**config.mk**
```make
export PLATFORM = sky130hd
export DESIGN_NAME = par_out_port
export DESIGN_NICKNAME = d
export VERILOG_FILES = /design/src/rtl/par_port_pkg.sv /design/src/rtl/par_match_term.sv /design/src/rtl/par_lane_steer.sv /design/src/rtl/par_byte_hold.sv /design/src/rtl/par_out_port.sv
export SDC_FILE = /design/constraint.sdc
export NUM_CORES = 1
export LEC_CHECK = 0
export BUFFER_PORTS_ARGS = -buffer_cell sky130_fd_sc_hd__buf_2
export CAP_MARGIN = 40
export CORE_MARGIN = 1.5
export CORE_UTILIZATION = 30
export CTS_CLUSTER_SIZE = 30
export DETAILED_ROUTE_END_ITERATION = 10
export GPL_TIMING_DRIVEN = 0
export SLEW_MARGIN = 20
export SYNTH_ARGS = -nofsm -noshare
export SYNTH_HDL_FRONTEND = slang
export SYNTH_SLANG_ARGS = --single-unit
```
**constraint.sdc**
```tcl
create_clock -name clk -period 1.34 [get_ports clk]
set_input_delay 0.067 -clock clk [delete_from_list [all_inputs] [get_ports clk]]
set_output_delay 0.067 -clock clk [all_outputs]
set_load 0.01 [all_outputs]
```
**src/rtl/par_port_pkg.sv**
```systemverilog
package par_port_pkg;

  localparam int BYTE_W = 8;

  typedef enum logic {
    MAP_WORD = 1'b0,
    MAP_LANE = 1'b1
  } map_mode_e;

endpackage

```
**src/rtl/par_match_term.sv**
```systemverilog
// Wide AND over the decoded address field plus the inverted write strobe.
module par_match_term #(
  parameter int           FIELD_W = 8,
  parameter logic [FIELD_W-1:0] MATCH_VAL = '0
) (
  input  logic [FIELD_W-1:0] addr_field,
  input  logic               wr_n,
  output logic               hit
);

  logic [FIELD_W-1:0] term;

  generate
    for (genvar i = 0; i < FIELD_W; i++) begin : g_bit
      if (MATCH_VAL[i]) begin : g_true
        assign term[i] = addr_field[i];
      end else begin : g_inv
        assign term[i] = ~addr_field[i];
      end
    end
  endgenerate

  assign hit = (&term) & ~wr_n;

endmodule

```
**src/rtl/par_lane_steer.sv**
```systemverilog
// Turns the shared hit into one enable per byte lane, in the chosen polarity.
module par_lane_steer
  import par_port_pkg::*;
#(
  parameter int        LANES      = 2,
  parameter int        SEL_W      = 1,
  parameter map_mode_e MODE       = MAP_WORD,
  parameter bit        EN_ACT_LOW = 1'b0
) (
  input  logic             hit,
  input  logic [SEL_W-1:0] lane_sel,
  output logic [LANES-1:0] lane_en
);

  logic [LANES-1:0] lane_hit;

  generate
    if (MODE == MAP_WORD) begin : g_word
      logic sel_unused;
      assign sel_unused = ^lane_sel;
      assign lane_hit   = {LANES{hit}};
    end else begin : g_lane
      for (genvar k = 0; k < LANES; k++) begin : g_sel
        assign lane_hit[k] = hit & (lane_sel == SEL_W'(k));
      end
    end

    if (EN_ACT_LOW) begin : g_low
      assign lane_en = ~lane_hit;
    end else begin : g_high
      assign lane_en = lane_hit;
    end
  endgenerate

endmodule

```
**src/rtl/par_byte_hold.sv**
```systemverilog
// Byte holding registers; lane 0 (even address) drives the top byte.
module par_byte_hold
  import par_port_pkg::*;
#(
  parameter int LANES      = 2,
  parameter bit EN_ACT_LOW = 1'b0,
  localparam int DATA_W    = LANES * BYTE_W
) (
  input  logic              clk,
  input  logic              rst,
  input  logic [LANES-1:0]  lane_en,
  input  logic [DATA_W-1:0] data_in,
  output logic [DATA_W-1:0] data_q
);

  generate
    for (genvar k = 0; k < LANES; k++) begin : g_lane
      localparam int HI = DATA_W - 1 - k * BYTE_W;
      logic              load;
      logic [BYTE_W-1:0] byte_q;

      assign load = EN_ACT_LOW ? ~lane_en[k] : lane_en[k];

      always_ff @(posedge clk) begin
        if (rst) begin
          byte_q <= '0;
        end else if (load) begin
          byte_q <= data_in[HI -: BYTE_W];
        end
      end

      assign data_q[HI -: BYTE_W] = byte_q;
    end
  endgenerate

endmodule

```
**src/rtl/par_out_port.sv**
```systemverilog
module par_out_port
  import par_port_pkg::*;
#(
  parameter int                ADDR_W     = 16,
  parameter int                DATA_W     = 16,
  parameter int                DEC_W      = 8,
  parameter logic [DEC_W-1:0]  PORT_BASE  = 8'hDE,
  parameter map_mode_e         MODE       = MAP_WORD,
  parameter bit                EN_ACT_LOW = 1'b0
) (
  input  logic              clk,
  input  logic              rst,
  input  logic [ADDR_W-1:0] bus_addr,
  input  logic [DATA_W-1:0] bus_data,
  input  logic              wr_n,
  output logic [DATA_W-1:0] port_q
);

  localparam int LANES   = DATA_W / BYTE_W;
  localparam int SEL_W   = (LANES > 1) ? $clog2(LANES) : 1;
  localparam int FIELD_LO = (MODE == MAP_LANE) ? SEL_W : 0;
  localparam int FIELD_W = DEC_W - FIELD_LO;
  localparam logic [FIELD_W-1:0] FIELD_VAL = PORT_BASE[DEC_W-1:FIELD_LO];

  logic             addr_unused;
  logic             hit;
  logic [LANES-1:0] lane_en;

  assign addr_unused = ^bus_addr[ADDR_W-1:DEC_W];

  par_match_term #(
    .FIELD_W   (FIELD_W),
    .MATCH_VAL (FIELD_VAL)
  ) u_match (
    .addr_field (bus_addr[DEC_W-1:FIELD_LO]),
    .wr_n       (wr_n),
    .hit        (hit)
  );

  par_lane_steer #(
    .LANES      (LANES),
    .SEL_W      (SEL_W),
    .MODE       (MODE),
    .EN_ACT_LOW (EN_ACT_LOW)
  ) u_steer (
    .hit      (hit),
    .lane_sel (bus_addr[SEL_W-1:0]),
    .lane_en  (lane_en)
  );

  par_byte_hold #(
    .LANES      (LANES),
    .EN_ACT_LOW (EN_ACT_LOW)
  ) u_hold (
    .clk     (clk),
    .rst     (rst),
    .lane_en (lane_en),
    .data_in (bus_data),
    .data_q  (port_q)
  );

endmodule

```
==> run_summary.xml, run 1 <==
<?xml version="1.0" encoding="UTF-8"?>
<metrics>
  <group name="global_routing">
    <metric name="gr-total-overflow" unit="">0</metric>
    <metric name="grt_pass1_vias" unit="">602</metric>
    <metric name="initial_antenna_violation_count" unit="">0</metric>
    <metric name="grt_max_degree" unit="">11</metric>
    <metric name="globalRouteTotalUtil" unit="">0.129</metric>
    <metric name="grt_first_pass_wirelength" unit="um">2560</metric>
  </group>
  <group name="yosys">
    <metric name="syn-mean-instance-area" unit="um^2">10.5</metric>
    <metric name="netlist_area" unit="um^2">757</metric>
    <metric name="yosys.area.top_type_share" unit="">0.423</metric>
    <metric name="synthDistinctLibCells" unit="">9</metric>
    <metric name="synth_cells" unit="">72</metric>
    <metric name="synthTopCellsByArea" unit="">sky130_fd_sc_hd__dfxtp_1, sky130_fd_sc_hd__nand2b_1, sky130_fd_sc_hd__mux2i_1</metric>
    <metric name="synth_warnings" unit="">0</metric>
    <metric name="ys_seq_area_frac" unit="">0.423</metric>
    <metric name="ys_seq_elements" unit="">16</metric>
    <metric name="postSynthNetCount" unit="">107</metric>
    <metric name="synth.largest_area_cell" unit="">sky130_fd_sc_hd__dfxtp_1</metric>
  </group>
  <group name="clock_tree">
    <metric name="cts.sinks" unit="">16</metric>
    <metric name="post_cts.resized_instances" unit="">0</metric>
    <metric name="worst_skew_pair.late_latency" unit="ns">0.29</metric>
    <metric name="ctsHtreeMaxLevel" unit="">1</metric>
    <metric name="cts.clk_slew.worst_paths" unit="ns">0.09</metric>
    <metric name="cts_made_buffers" unit="">3</metric>
    <metric name="buffer_cell_driving_the_clock_tree_root" unit="">sky130_fd_sc_hd__clkbuf_4</metric>
    <metric name="clk_path_buf_depth" unit="">2</metric>
    <metric name="post_cts_hold_buffer_count" unit="">0</metric>
    <metric name="tritoncts" unit="">yes</metric>
    <metric name="post-cts-setup-buffers" unit="">0</metric>
  </group>
  <group name="route">
    <metric name="route.detailed.vias_per_inst" unit="">4.32</metric>
    <metric name="routed_wl" unit="um">1590</metric>
    <metric name="drt_pass1_iterations" unit="">2</metric>
    <metric name="wire_per_inst" unit="um">10.7</metric>
    <metric name="routed-via-count" unit="">640</metric>
    <metric name="number_of_nets_still_failing_antenna_checks_after_routing" unit="">0</metric>
    <metric name="detail_route.drc_violations" unit="">0</metric>
    <metric name="drt-initial-drc-count" unit="">1</metric>
  </group>
  <group name="place">
    <metric name="dp_hpwl" unit="um">1240</metric>
    <metric name="gp_congestion" unit="">0.628</metric>
    <metric name="numPortBuffers" unit="">42</metric>
    <metric name="placed_cell_area" unit="um^2">1000</metric>
  </group>
  <group name="layout">
    <metric name="largest_register_ffs" unit="">16</metric>
    <metric name="most_frequent_standard_cell_in_the_layout_excluding_fill_and_tap_cells" unit="">sky130_fd_sc_hd__buf_2</metric>
    <metric name="antennaDiodeCount" unit="">0</metric>
    <metric name="n_fill_cell" unit="">237</metric>
    <metric name="layout_cell_share_with_drive_strength_beyond_1" unit="">0.424</metric>
    <metric name="commonest_non_fill_non_tap_cells_in_the_layout" unit="">sky130_fd_sc_hd__buf_2, sky130_fd_sc_hd__nand2b_1, sky130_fd_sc_hd__mux2i_1, sky130_fd_sc_hd__dfxtp_1</metric>
    <metric name="nets" unit="">154</metric>
    <metric name="area_growth" unit="%">37.5</metric>
    <metric name="layout.cell_area.non_filler" unit="um^2">1040</metric>
    <metric name="registers.top_by_ff_count" unit="">u_hold.g_lane.byte_q</metric>
    <metric name="largestRegisters" unit="">u_hold.g_lane.byte_q x16</metric>
  </group>
  <group name="timing">
    <metric name="fin_worst_skew" unit="ns">0</metric>
    <metric name="final-setup-viol-count" unit="">0</metric>
    <metric name="period_needed" unit="ns">1.12</metric>
    <metric name="worst_slew_margin_rel" unit="">0.672</metric>
    <metric name="layout_worst_path_cycle_share" unit="">0.838</metric>
    <metric name="tightestPinTransition" unit="ns">0.491</metric>
    <metric name="finalHoldViolations" unit="">0</metric>
    <metric name="rsz0062_at_grt" unit="">false</metric>
    <metric name="highest_clock_rate" unit="MHz">890</metric>
    <metric name="timing_max_transition_violations_final" unit="">0</metric>
  </group>
  <group name="setup_path">
    <metric name="cp_class" unit="">input port to register</metric>
    <metric name="critPathCaptureType" unit="">register</metric>
    <metric name="worst-r2r-cell-count" unit="">2</metric>
    <metric name="crit_fanout" unit="">10</metric>
    <metric name="timing.reg2reg.setup_slack" unit="ns">0.75</metric>
    <metric name="worst_ep_required_time" unit="ns">1.56</metric>
    <metric name="worst-endpoint-arrival" unit="ns">1.34</metric>
    <metric name="critical_path.startpoint_type" unit="">input port</metric>
  </group>
  <group name="pwr">
    <metric name="power_leakage" unit="nW">0.464</metric>
    <metric name="power_per_cell_area" unit="nW/um^2">843</metric>
    <metric name="total_power" unit="mW">0.878</metric>
    <metric name="irDropWorstVdd" unit="mV">0.344</metric>
  </group>
  <group name="die">
    <metric name="core" unit="um^2">2430</metric>
    <metric name="design.portCount" unit="">51</metric>
    <metric name="die_area" unit="um^2">2830</metric>
    <metric name="initial_core_utilization" unit="">0.311</metric>
    <metric name="chipWidth" unit="um">53.2</metric>
    <metric name="fp.dieH" unit="um">53.2</metric>
    <metric name="num_rows" unit="">18</metric>
  </group>
  <group name="min_path">
    <metric name="worst_hold_path_depth" unit="">3</metric>
    <metric name="hold_crit_path_type" unit="">input port to register</metric>
  </group>
  <group name="status">
    <metric name="outcome" unit="">complete, no violations</metric>
  </group>
  <group name="run">
    <metric name="max_cap_viol_count" unit="">0</metric>
  </group>
</metrics>
through the flow:
stage	hold WS, ns	setup slack [ns]	TNS (ns)	instances	util
3_3_place_gp	0.332	-0.0838	-0.784	144	0.413
5_1_grt	0.0269	0.160	0	148	0.428
2_1_floorplan	0.222	0.131	0	72	-
4_1_cts	0.0247	0.195	0	148	0.428
3_5_place_dp	0.340	-0.108	-0.870	144	0.413
6_report	0.0260	0.217	0	148	0.428
where the power goes:
group	switching, mW	internal (mW)	leakage [nW]
combinational	0.0333	0.0519	0.314
clock	0.151	0.166	0.0210
sequential	0.000282	0.476	0.129
total	0.185	0.693	0.464
area by class of cell:
cell class / count / area (um^2) / area share
clock buffers: 4 / 36.3 / 0.0349
plain buffers: 4 / 31.3 / 0.0300
repair buffers: 42 / 210 / 0.202
well taps: 30 / 37.5 / 0.0361
flip-flops and latches: 16 / 320 / 0.308
multi-input cells: 52 / 405 / 0.389
cells by family (layout without fill, tap and decap cells):
kind of cell / after synthesis / in the layout / synth area share
buffers and inverters: 4 / 50 / 0.0413
AND/OR/NAND/NOR: 36 / 36 / 0.324
multiplexers: 16 / 16 / 0.212
flip-flops: 16 / 16 / 0.423
synthesized netlist by cell type:
library cell	n
sky130_fd_sc_hd__nor3_4	1
sky130_fd_sc_hd__mux2i_1	16
sky130_fd_sc_hd__dfxtp_1	16
sky130_fd_sc_hd__or3_4	1
sky130_fd_sc_hd__nand2b_1	32
sky130_fd_sc_hd__clkbuf_1	3
sky130_fd_sc_hd__nand2_4	1
sky130_fd_sc_hd__buf_12	1
sky130_fd_sc_hd__nand4_1	1
metal layers:
metal	share of wire	wire length, um	global-route usage	vias up
met5	0	0	0	-
met4	0.034	54	0.103	0
met3	0.064	101	0.0226	5
met2	0.47	748	0.212	22
met1	0.43	681	0.143	286
li1	-	-	-	327
worst max-delay path, cell delays in order:
cell	delay, ns
sky130_fd_sc_hd__buf_2	0.10
sky130_fd_sc_hd__or3_4	0.38
sky130_fd_sc_hd__nor3_4	0.40
sky130_fd_sc_hd__buf_12	0.21
sky130_fd_sc_hd__mux2i_1	0.19
final timing paths:
check / from / end
setup / recovery: bus_addr[5] / u_hold.g_lane[1].byte_q[1]$_SDFFE_PP0P_
hold / removal: bus_data[11] / u_hold.g_lane[0].byte_q[3]$_SDFFE_PP0P_
setup reg to reg: u_hold.g_lane[1].byte_q[2]$_SDFFE_PP0P_ / u_hold.g_lane[1].byte_q[2]$_SDFFE_PP0P_
hold reg to reg: u_hold.g_lane[1].byte_q[5]$_SDFFE_PP0P_ / u_hold.g_lane[1].byte_q[5]$_SDFFE_PP0P_
Power figures use the tool's default switching activity.
==> run 2: changes to the inputs <==
==> constraint.sdc (replaced) <==
create_clock -name clk -period 1.1 [get_ports clk]
set_input_delay 0.055 -clock clk [delete_from_list [all_inputs] [get_ports clk]]
set_output_delay 0.055 -clock clk [all_outputs]
set_load 0.01 [all_outputs]
==> run 2 against run 1 <==
  * Combinational power rose by 22%
  * Wire length rose by 2.0%
  * Setup slack got worse by 0.075 ns
  * Sequential power rose by 22%
  * Flip-flop and latch count did not move
  * Worst hold slack got worse by 0.012 ns
==> run_summary.xml, run 2 (synthesized netlist as in run 1, its figures left out) <==
<?xml version="1.0" encoding="UTF-8"?>
<metrics>
  <group name="clock_tree">
    <metric name="worst_skew_pair.late_latency" unit="ns">0.29</metric>
    <metric name="tritoncts" unit="">yes</metric>
    <metric name="cts_made_buffers" unit="">3</metric>
    <metric name="cts.clk_slew.worst_paths" unit="ns">0.09</metric>
    <metric name="buffer_cell_driving_the_clock_tree_root" unit="">sky130_fd_sc_hd__clkbuf_4</metric>
    <metric name="cts.sinks" unit="">16</metric>
    <metric name="post_cts.resized_instances" unit="">0</metric>
    <metric name="clk_path_buf_depth" unit="">2</metric>
    <metric name="ctsHtreeMaxLevel" unit="">1</metric>
  </group>
  <group name="setup_path">
    <metric name="critical_path.startpoint_type" unit="">input port</metric>
    <metric name="critPathCaptureType" unit="">register</metric>
    <metric name="crit_start" unit="">bus_addr[5]</metric>
    <metric name="cp_class" unit="">input port to register</metric>
    <metric name="worst_ep_required_time" unit="ns">1.32</metric>
    <metric name="regToRegStartpoint" unit="">u_hold.g_lane[1].byte_q[2]$_SDFFE_PP0P_</metric>
    <metric name="worst-endpoint-arrival" unit="ns">1.18</metric>
    <metric name="crit_fanout" unit="">10</metric>
  </group>
  <group name="layout">
    <metric name="layout.cell_area.non_filler" unit="um^2">1060</metric>
    <metric name="nets" unit="">156</metric>
    <metric name="n_fill_cell" unit="">236</metric>
    <metric name="layout_cell_share_with_drive_strength_beyond_1" unit="">0.433</metric>
    <metric name="largestRegisters" unit="">u_hold.g_lane.byte_q x16</metric>
    <metric name="commonest_non_fill_non_tap_cells_in_the_layout" unit="">sky130_fd_sc_hd__buf_2, sky130_fd_sc_hd__nand2b_1, sky130_fd_sc_hd__mux2i_1, sky130_fd_sc_hd__dfxtp_1</metric>
    <metric name="final_util" unit="">0.434</metric>
    <metric name="area_growth" unit="%">39.5</metric>
    <metric name="largest_register_ffs" unit="">16</metric>
    <metric name="registers.top_by_ff_count" unit="">u_hold.g_lane.byte_q</metric>
    <metric name="antennaDiodeCount" unit="">0</metric>
    <metric name="most_frequent_standard_cell_in_the_layout_excluding_fill_and_tap_cells" unit="">sky130_fd_sc_hd__buf_2</metric>
  </group>
  <group name="global_routing">
    <metric name="grt_max_degree" unit="">11</metric>
    <metric name="gr-total-overflow" unit="">0</metric>
    <metric name="grt_pass1_vias" unit="">608</metric>
    <metric name="globalRouteTotalUtil" unit="">0.131</metric>
    <metric name="initial_antenna_violation_count" unit="">0</metric>
    <metric name="grt_first_pass_wirelength" unit="um">2600</metric>
  </group>
  <group name="route">
    <metric name="number_of_nets_still_failing_antenna_checks_after_routing" unit="">0</metric>
    <metric name="route.detailed.vias_per_inst" unit="">4.33</metric>
    <metric name="detail_route.drc_violations" unit="">0</metric>
    <metric name="wire_per_inst" unit="um">10.8</metric>
    <metric name="routed_wl" unit="um">1620</metric>
    <metric name="drt-initial-drc-count" unit="">4</metric>
    <metric name="routed-via-count" unit="">649</metric>
    <metric name="drt_pass1_iterations" unit="">2</metric>
  </group>
  <group name="die">
    <metric name="core" unit="um^2">2430</metric>
    <metric name="initial_core_utilization" unit="">0.311</metric>
    <metric name="num_rows" unit="">18</metric>
    <metric name="die_area" unit="um^2">2830</metric>
    <metric name="chipWidth" unit="um">53.2</metric>
    <metric name="fp.dieH" unit="um">53.2</metric>
    <metric name="design.portCount" unit="">51</metric>
  </group>
  <group name="pwr">
    <metric name="power_leakage" unit="nW">0.475</metric>
    <metric name="irDropWorstVdd" unit="mV">0.420</metric>
    <metric name="total_power" unit="mW">1.07</metric>
    <metric name="power_per_cell_area" unit="nW/um^2">1010</metric>
  </group>
  <group name="timing">
    <metric name="worst_slew_margin_rel" unit="">0.767</metric>
    <metric name="finalHoldViolations" unit="">0</metric>
    <metric name="period_needed" unit="ns">0.959</metric>
    <metric name="final-setup-viol-count" unit="">0</metric>
    <metric name="timing_max_transition_violations_final" unit="">0</metric>
    <metric name="rsz0062_at_grt" unit="">false</metric>
    <metric name="fin_worst_skew" unit="ns">0</metric>
    <metric name="totalNegativeSetupSlack" unit="ns">0</metric>
    <metric name="highest_clock_rate" unit="MHz">1040</metric>
    <metric name="tightestPinTransition" unit="ns">0.350</metric>
    <metric name="final.setup.worst_slack" unit="ns">0.141</metric>
    <metric name="layout_worst_path_cycle_share" unit="">0.871</metric>
  </group>
  <group name="place">
    <metric name="preCtsSetupSlack" unit="ns">-0.336</metric>
    <metric name="placed_cell_area" unit="um^2">1000</metric>
    <metric name="gp_congestion" unit="">0.628</metric>
    <metric name="numPortBuffers" unit="">42</metric>
    <metric name="dp_hpwl" unit="um">1240</metric>
  </group>
  <group name="min_path">
    <metric name="hold_crit_path_type" unit="">input port to register</metric>
    <metric name="hold_start" unit="">bus_data[11]</metric>
  </group>
  <group name="run">
    <metric name="max_cap_viol_count" unit="">0</metric>
  </group>
  <group name="status">
    <metric name="outcome" unit="">complete, no violations</metric>
  </group>
</metrics>
-- run 2: changes by cell type in the layout (fill, tap and decap cells not counted) --
cell and change:
sky130_fd_sc_hd__buf_4 +2
-- run 2: critical path: stages --
cell                      delay (ns)
sky130_fd_sc_hd__buf_2          0.10
sky130_fd_sc_hd__or3_4          0.38
sky130_fd_sc_hd__nor3_4         0.27
sky130_fd_sc_hd__buf_12         0.18
sky130_fd_sc_hd__mux2i_1        0.19
-- run 2: layer usage --
layer,wire length (um),vias to the layer above,global-route usage
li1,-,332,-
met1,710,290,0.148
met2,751,22,0.214
met3,101,5,0.0226
met4,54,0,0.103
met5,0,-,0
-- run 2: worst paths after layout --
| path | end | slack (ns) | cells after the start |
|---|---|---|---|
| max | u_hold.g_lane[1].byte_q[1]$_SDFFE_PP0P_ | 0.14 | 5 |
| min | u_hold.g_lane[0].byte_q[3]$_SDFFE_PP0P_ | 0.01 | 3 |
| max reg2reg | u_hold.g_lane[1].byte_q[2]$_SDFFE_PP0P_ | 0.50 | 2 |
| min reg2reg | u_hold.g_lane[1].byte_q[5]$_SDFFE_PP0P_ | 0.48 | 2 |
-- run 2: where the power goes --
group	leakage [nW]	total (mW)	internal, mW	switching, mW
logic	0.325	0.104	0.0634	0.0410
registers	0.129	0.580	0.579	0.000345
clock network	0.0210	0.386	0.202	0.184
-- run 2: timing repair --
action | 4_1_cts | 5_1_grt
setup buffers | 2 | 0
hold buffers | 0 | 0
endpoints found under the setup margin | 9 | 0
-- run 2: through the flow --
stage | hold WS (ns) | instances
after floorplan | 0.210 | 72
after global placement | 0.320 | 144
after detailed placement | 0.328 | 144
after CTS | 0.0127 | 150
after global routing | 0.0149 | 150
final | 0.0140 | 150
-- run 2: area by class of cell --
| cell class | instances | area (um^2) | share of cell area |
|---|---|---|---|
| Multi-Input combinational cell | 52 | 405 | 0.384 |
| Tap cell | 30 | 37.5 | 0.0355 |
| Clock buffer | 4 | 36.3 | 0.0344 |
| Timing Repair Buffer | 44 | 225 | 0.213 |
| Buffer | 4 | 31.3 | 0.0296 |
| Sequential cell | 16 | 320 | 0.303 |
